$ cat src/rtl/divstep_pkg.sv
package divstep_pkg;

  // Strobes the sequencer hands to the datapath; at most one is high per cycle.
  typedef struct packed {
    logic load;
    logic init;
    logic step;
    logic rot;
  } stepCmd_t;

  typedef enum logic [2:0] {
    ST_IDLE,
    ST_INIT,
    ST_STEP,
    ST_ROT,
    ST_FIN
  } seqState_t;

endpackage

$ cat src/rtl/divstep_dp.sv
module divstep_dp
  import divstep_pkg::*;
#(
  parameter int QUO_W = 16
) (
  input  logic                 clk,
  input  logic                 rstN,
  input  stepCmd_t             cmd,
  input  logic [2*QUO_W-1:0]   dividendI,
  input  logic [QUO_W-1:0]     divisorI,
  output logic [2*QUO_W-1:0]   workO,
  output logic                 tFlagO,
  output logic                 qFlagO
);

  localparam int DATA_W = 2 * QUO_W;

  logic [DATA_W-1:0] workQ;
  logic [DATA_W-1:0] dvsQ;
  logic              qQ;
  logic              mQ;
  logic              tQ;

  // One non-restoring step, evaluated combinationally.
  logic [DATA_W-1:0] shifted;
  logic [DATA_W:0]   sumX;
  logic              doSub;
  logic              carry;
  logic              stepQ;
  logic              stepT;

  always_comb begin
    shifted = {workQ[DATA_W-2:0], tQ};
    doSub   = (qQ == mQ);
    if (doSub) begin
      sumX = {1'b0, shifted} - {1'b0, dvsQ};
    end else begin
      sumX = {1'b0, shifted} + {1'b0, dvsQ};
    end
    carry = sumX[DATA_W];
    stepQ = workQ[DATA_W-1] ^ carry ^ mQ;
    stepT = ~(stepQ ^ mQ);
  end

  always_ff @(posedge clk or negedge rstN) begin
    if (!rstN) begin
      workQ <= '0;
      dvsQ  <= '0;
      qQ    <= 1'b0;
      mQ    <= 1'b0;
      tQ    <= 1'b0;
    end else if (cmd.load) begin
      workQ <= dividendI;
      dvsQ  <= {divisorI, {QUO_W{1'b0}}};
    end else if (cmd.init) begin
      qQ <= 1'b0;
      mQ <= 1'b0;
      tQ <= 1'b0;
    end else if (cmd.step) begin
      workQ <= sumX[DATA_W-1:0];
      qQ    <= stepQ;
      tQ    <= stepT;
    end else if (cmd.rot) begin
      workQ <= {workQ[DATA_W-2:0], tQ};
      tQ    <= workQ[DATA_W-1];
    end
  end

  assign workO  = workQ;
  assign tFlagO = tQ;
  assign qFlagO = qQ;

endmodule

$ cat src/rtl/divstep_ctrl.sv
module divstep_ctrl
  import divstep_pkg::*;
#(
  parameter int QUO_W = 16
) (
  input  logic     clk,
  input  logic     rstN,
  input  logic     startI,
  input  logic     loadI,
  input  logic     initI,
  input  logic     stepI,
  output stepCmd_t cmd,
  output logic     busyO,
  output logic     doneO
);

  localparam int CNT_W = $clog2(QUO_W + 1);
  localparam logic [CNT_W-1:0] LAST_STEP = CNT_W'(QUO_W - 1);

  seqState_t         stateQ;
  seqState_t         stateD;
  logic [CNT_W-1:0]  cntQ;
  logic [CNT_W-1:0]  cntD;

  always_comb begin
    stateD = stateQ;
    cntD   = cntQ;
    cmd    = '0;
    unique case (stateQ)
      ST_IDLE: begin
        if (startI) begin
          cmd.load = 1'b1;
          stateD   = ST_INIT;
        end else if (loadI) begin
          cmd.load = 1'b1;
        end else if (initI) begin
          cmd.init = 1'b1;
        end else if (stepI) begin
          cmd.step = 1'b1;
        end
      end
      ST_INIT: begin
        cmd.init = 1'b1;
        cntD     = '0;
        stateD   = ST_STEP;
      end
      ST_STEP: begin
        cmd.step = 1'b1;
        cntD     = cntQ + 1'b1;
        if (cntQ == LAST_STEP) begin
          stateD = ST_ROT;
        end
      end
      ST_ROT: begin
        cmd.rot = 1'b1;
        stateD  = ST_FIN;
      end
      ST_FIN: begin
        stateD = ST_IDLE;
      end
      default: begin
        stateD = ST_IDLE;
      end
    endcase
  end

  always_ff @(posedge clk or negedge rstN) begin
    if (!rstN) begin
      stateQ <= ST_IDLE;
      cntQ   <= '0;
    end else begin
      stateQ <= stateD;
      cntQ   <= cntD;
    end
  end

  assign busyO = (stateQ != ST_IDLE);
  assign doneO = (stateQ == ST_FIN);

endmodule

$ cat src/rtl/divstep_top.sv
module divstep_top
  import divstep_pkg::*;
#(
  parameter int QUO_W = 16
) (
  input  logic                clk,
  input  logic                rstN,
  input  logic                startI,
  input  logic                loadI,
  input  logic                initI,
  input  logic                stepI,
  input  logic [2*QUO_W-1:0]  dividendI,
  input  logic [QUO_W-1:0]    divisorI,
  output logic                busyO,
  output logic                doneO,
  output logic [2*QUO_W-1:0]  quotientO,
  output logic [2*QUO_W-1:0]  workO,
  output logic                tFlagO,
  output logic                qFlagO
);

  stepCmd_t cmd;

  divstep_ctrl #(.QUO_W(QUO_W)) ctrl_i (
    .clk    (clk),
    .rstN   (rstN),
    .startI (startI),
    .loadI  (loadI),
    .initI  (initI),
    .stepI  (stepI),
    .cmd    (cmd),
    .busyO  (busyO),
    .doneO  (doneO)
  );

  divstep_dp #(.QUO_W(QUO_W)) dp_i (
    .clk       (clk),
    .rstN      (rstN),
    .cmd       (cmd),
    .dividendI (dividendI),
    .divisorI  (divisorI),
    .workO     (workO),
    .tFlagO    (tFlagO),
    .qFlagO    (qFlagO)
  );

  // Upper half is leftover remainder-like data; only the low half is the result.
  assign quotientO = {{QUO_W{1'b0}}, workO[QUO_W-1:0]};

endmodule

$ cat config.mk
export PLATFORM = sky130hd
export DESIGN_NAME = divstep_top
export DESIGN_NICKNAME = d
export VERILOG_FILES = /design/src/rtl/divstep_pkg.sv /design/src/rtl/divstep_dp.sv /design/src/rtl/divstep_ctrl.sv /design/src/rtl/divstep_top.sv
export SDC_FILE = /design/constraint.sdc
export NUM_CORES = 1
export LEC_CHECK = 0
export CAP_MARGIN = 20
export CORE_ASPECT_RATIO = 0.7
export CORE_MARGIN = 10
export CORE_UTILIZATION = 64
export CTS_CLUSTER_DIAMETER = 40
export CTS_CLUSTER_SIZE = 20
export DETAILED_ROUTE_END_ITERATION = 8
export DONT_BUFFER_PORTS = 1
export GPL_TIMING_DRIVEN = 0
export PLACE_DENSITY = 0.8
export SYNTH_ARGS = -nofsm -noshare
export SYNTH_HDL_FRONTEND = slang
export SYNTH_SLANG_ARGS = --single-unit
$ cat constraint.sdc
create_clock -name clk -period 4.4 [get_ports clk]
set_clock_uncertainty 0.1 [all_clocks]
set_input_delay 0.44 -clock clk [delete_from_list [all_inputs] [get_ports clk]]
set_output_delay 0.44 -clock clk [all_outputs]
set_load 0.01 [all_outputs]
==> flow_summary.json <==
{
  "status": "completed",
  "post-route-period-util_pct": 85.8,
  "period_minus_slack_ps": 3780,
  "synth_cells": 472,
  "synth.avg_cell_area_um2": 8.38,
  "place.gp.congestion": 0.929,
  "hp-class": "in2reg",
  "synth_xor_area_share_pct": 6.55,
  "final_nets": 574,
  "crit_path_end_kind": "flop",
  "hold_slack_ps": 97.7,
  "ys_warn_count": 0,
  "hold_viol": 0,
  "cts_resized": 0,
  "fillCellCount": 423,
  "via_per_inst": 6.12,
  "critPathArrivalTime_ps": 3910,
  "synth_edf_count": 0,
  "maxCapViolCount": 0,
  "critPathLaunchType": "flop",
  "grt_start_max_net_pins": 59,
  "ios": 122,
  "regArea_mm2": 0.00145,
  "cp.required_ps": 4540,
  "vias": 3550,
  "cts_tree": "done",
  "path_class": "reg2reg",
  "grt_pass1_vias": 3364,
  "synth_fa_ha_area_share_pct": 6.52,
  "ys_ff_latch": 58,
  "drtAntennaViolNets": 0,
  "finalSetupViolations": 0,
  "synth_area_leader_cell": "dfrtp_1",
  "insertion_delay_ps": 350,
  "die_x_um": 114,
  "dieArea_mm2": 0.00977,
  "synthArstFlopShare_pct": 100,
  "dpl.hpwl_um": 8780,
  "clk_path_buf_depth": 2,
  "drv_slew": 0,
  "clk_pin_slew_worst_paths_ps": 70,
  "whs_path_depth": 2,
  "setup_tns_ps": 0,
  "timing.fmax_ghz": 0.265,
  "drc": 0,
  "wl_per_cell_um": 19.7,
  "numPortBuffers": 0,
  "start_util_pct": 67.7,
  "syn_to_final_growth_pct": 11.0,
  "synth_top_family_by_area": "compound AO/OA/AOI/OAI gates",
  "grt_pass1_wl_um": 17800,
  "yosys.area.top_type_share_pct": 36.7,
  "worst-r2r-cell-count": 11,
  "drive_gt1_share_pct": 14.1,
  "syn_area_mm2": 0.00395,
  "synth_area_leaders": "dfrtp_1, nand2_1, buf_4",
  "muxShareOfSynthArea_pct": 1.08,
  "cts.htree.levels": 3,
  "cts_buffers": 9,
  "drt_iter0_drc": 220,
  "rows": 23,
  "worst_slew_pin_slew_ps": 905,
  "maxSlewHeadroom_pct": 39.0,
  "cts.sinks": 58,
  "grt_overflow": 0,
  "ys_types": 63,
  "synth-simple-area-share_pct": 18.8,
  "synth-seq-area-share_pct": 36.7,
  "antenna_found_initial": 0,
  "ys.flop_type": "dfrtp_1",
  "finalWirelength_um": 11400,
  "die_height_um": 85.8,
  "final_core_util_pct": 75.2,
  "cts_root_buf": "clkbuf_8",
  "rsz0062_at_grt": "false",
  "multiInputGateArea_mm2": 0.00220,
  "firstDrtPassIters": 5,
  "core-area_mm2": 0.00584,
  "n_antenna_cell": 0,
  "path_max_fanout": 5,
  "synth_compound_area_share_pct": 21.1,
  "track_usage_pct": 22.3
}
==> synth_stat cells (2+ instances only) <==
cell type	instances
a21o_2	2
a21o_1	3
o21ai_0	28
nand4_1	2
a211oi_1	7
buf_4	32
nor2_1	44
a31oi_1	8
a22oi_1	8
and3_1	3
o211ai_1	6
inv_1	9
xnor2_1	11
nor3_1	9
mux2_2	2
a21oi_1	27
nor4_1	2
o21a_1	3
ha_1	19
o21bai_1	2
a22o_1	2
o22ai_1	9
nand3_1	6
clkbuf_1	13
or2_2	2
or3_1	3
dfrtp_1	58
buf_2	7
xor2_1	16
nand2_1	94
nor2b_1	2
mux2i_1	2
==> worst max-delay path: stages, from the launching register on <==
cell      delay (ps)
dfrtp_1          420
or4_1            580
nor4_2           410
a21oi_1          160
xor2_1           160
ha_1             350
a21oi_1          180
o21ai_0          140
a31o_4           250
a221oi_2         290
xnor3_1          430
o21ba_1          200
==> final timing paths <==
kind                                               to                  startpoint  slack, ps
max                           dp_i.qFlagO$_DFFE_PN0P_   dp_i.dvsQ[19]$_DFFE_PN0P_        620
min                         dp_i.dvsQ[21]$_DFFE_PN0P_                 divisorI[5]        100
max reg2reg                   dp_i.qFlagO$_DFFE_PN0P_   dp_i.dvsQ[19]$_DFFE_PN0P_        620
min reg2reg                ctrl_i.cntQ[4]$_DFFE_PN0P_  ctrl_i.cntQ[4]$_DFFE_PN0P_        430
max in group asynchronous   dp_i.dvsQ[28]$_DFFE_PN0P_                        rstN       3410
min in group asynchronous   dp_i.workO[2]$_DFFE_PN0P_                        rstN        520
==> cells in the final DEF (no fill, tap or decap), types with 3 or more instances in the layout <==
cell type and n:
a211oi_1 7, a21o_1 3, a21oi_1 27, a22oi_1 8
a31oi_1 8, and3_1 3, buf_2 7, buf_4 32
bufinv_16 3, clkbuf_1 13, clkbuf_8 9, clkinv_4 3
conb_1 16, dfrtp_1 58, ha_1 19, inv_1 9
nand2_1 94, nand3_1 6, nor2_1 44, nor3_1 9
o211ai_1 6, o21a_1 3, o21ai_0 28, o22ai_1 9
or3_1 3, xnor2_1 11, xor2_1 16
==> repair_timing <==
item                      in CTS  in global routing
hold buffers                   2                  0
hold endpoints to repair      58                  0
buffers inserted               0                  0
==> state kept, by name, summed over array words and instances (netlist names) <==
name	cells
dp_i.dvsQ	16
dp_i.qFlagO	1
dp_i.tFlagO	1
ctrl_i.cntQ	5
dp_i.workO	32
ctrl_i.stateQ	3
==> kinds of logic (layout without fill, tap and decap cells) <==
family | Yosys count | after routing
and+or+nand+nor | 174 | 174
DFF | 58 | 58
buffers and inverters | 62 | 80
muxes | 4 | 4
adders and majority gates | 20 | 20
other | 1 | 16
AOI/OAI and AO/OA | 125 | 125
xor gates and xnor gates | 28 | 28
==> area by class of cell <==
type / instances / share of cell area [%]
buffer: 53 / 7.47
clock buffer: 9 / 2.82
clock inverter: 7 / 2.85
inverter: 9 / 0.769
multi-input combinational: 367 / 50.0
sequential: 58 / 33.1
tap: 75 / 2.14
timing repair buffer: 2 / 0.855
==> layer usage <==
metal	share of wire [%]	GRT usage [%]
met4	1.5	6.70
met2	46	35.7
met1	41	28.3
met3	11	6.89
met5	0	0
==> through the flow <==
step	area, µm²	setup slack [ps]	instances
after floorplan	4010	1110	487
after global placement	4100	790	562
after detailed placement	4100	696	562
after CTS	4390	674	580
after global routing	4390	484	580
final	4390	624	580
Power is not shown: default switching activity piles up to over one toggle a cycle in this logic, so the estimate is an artifact.
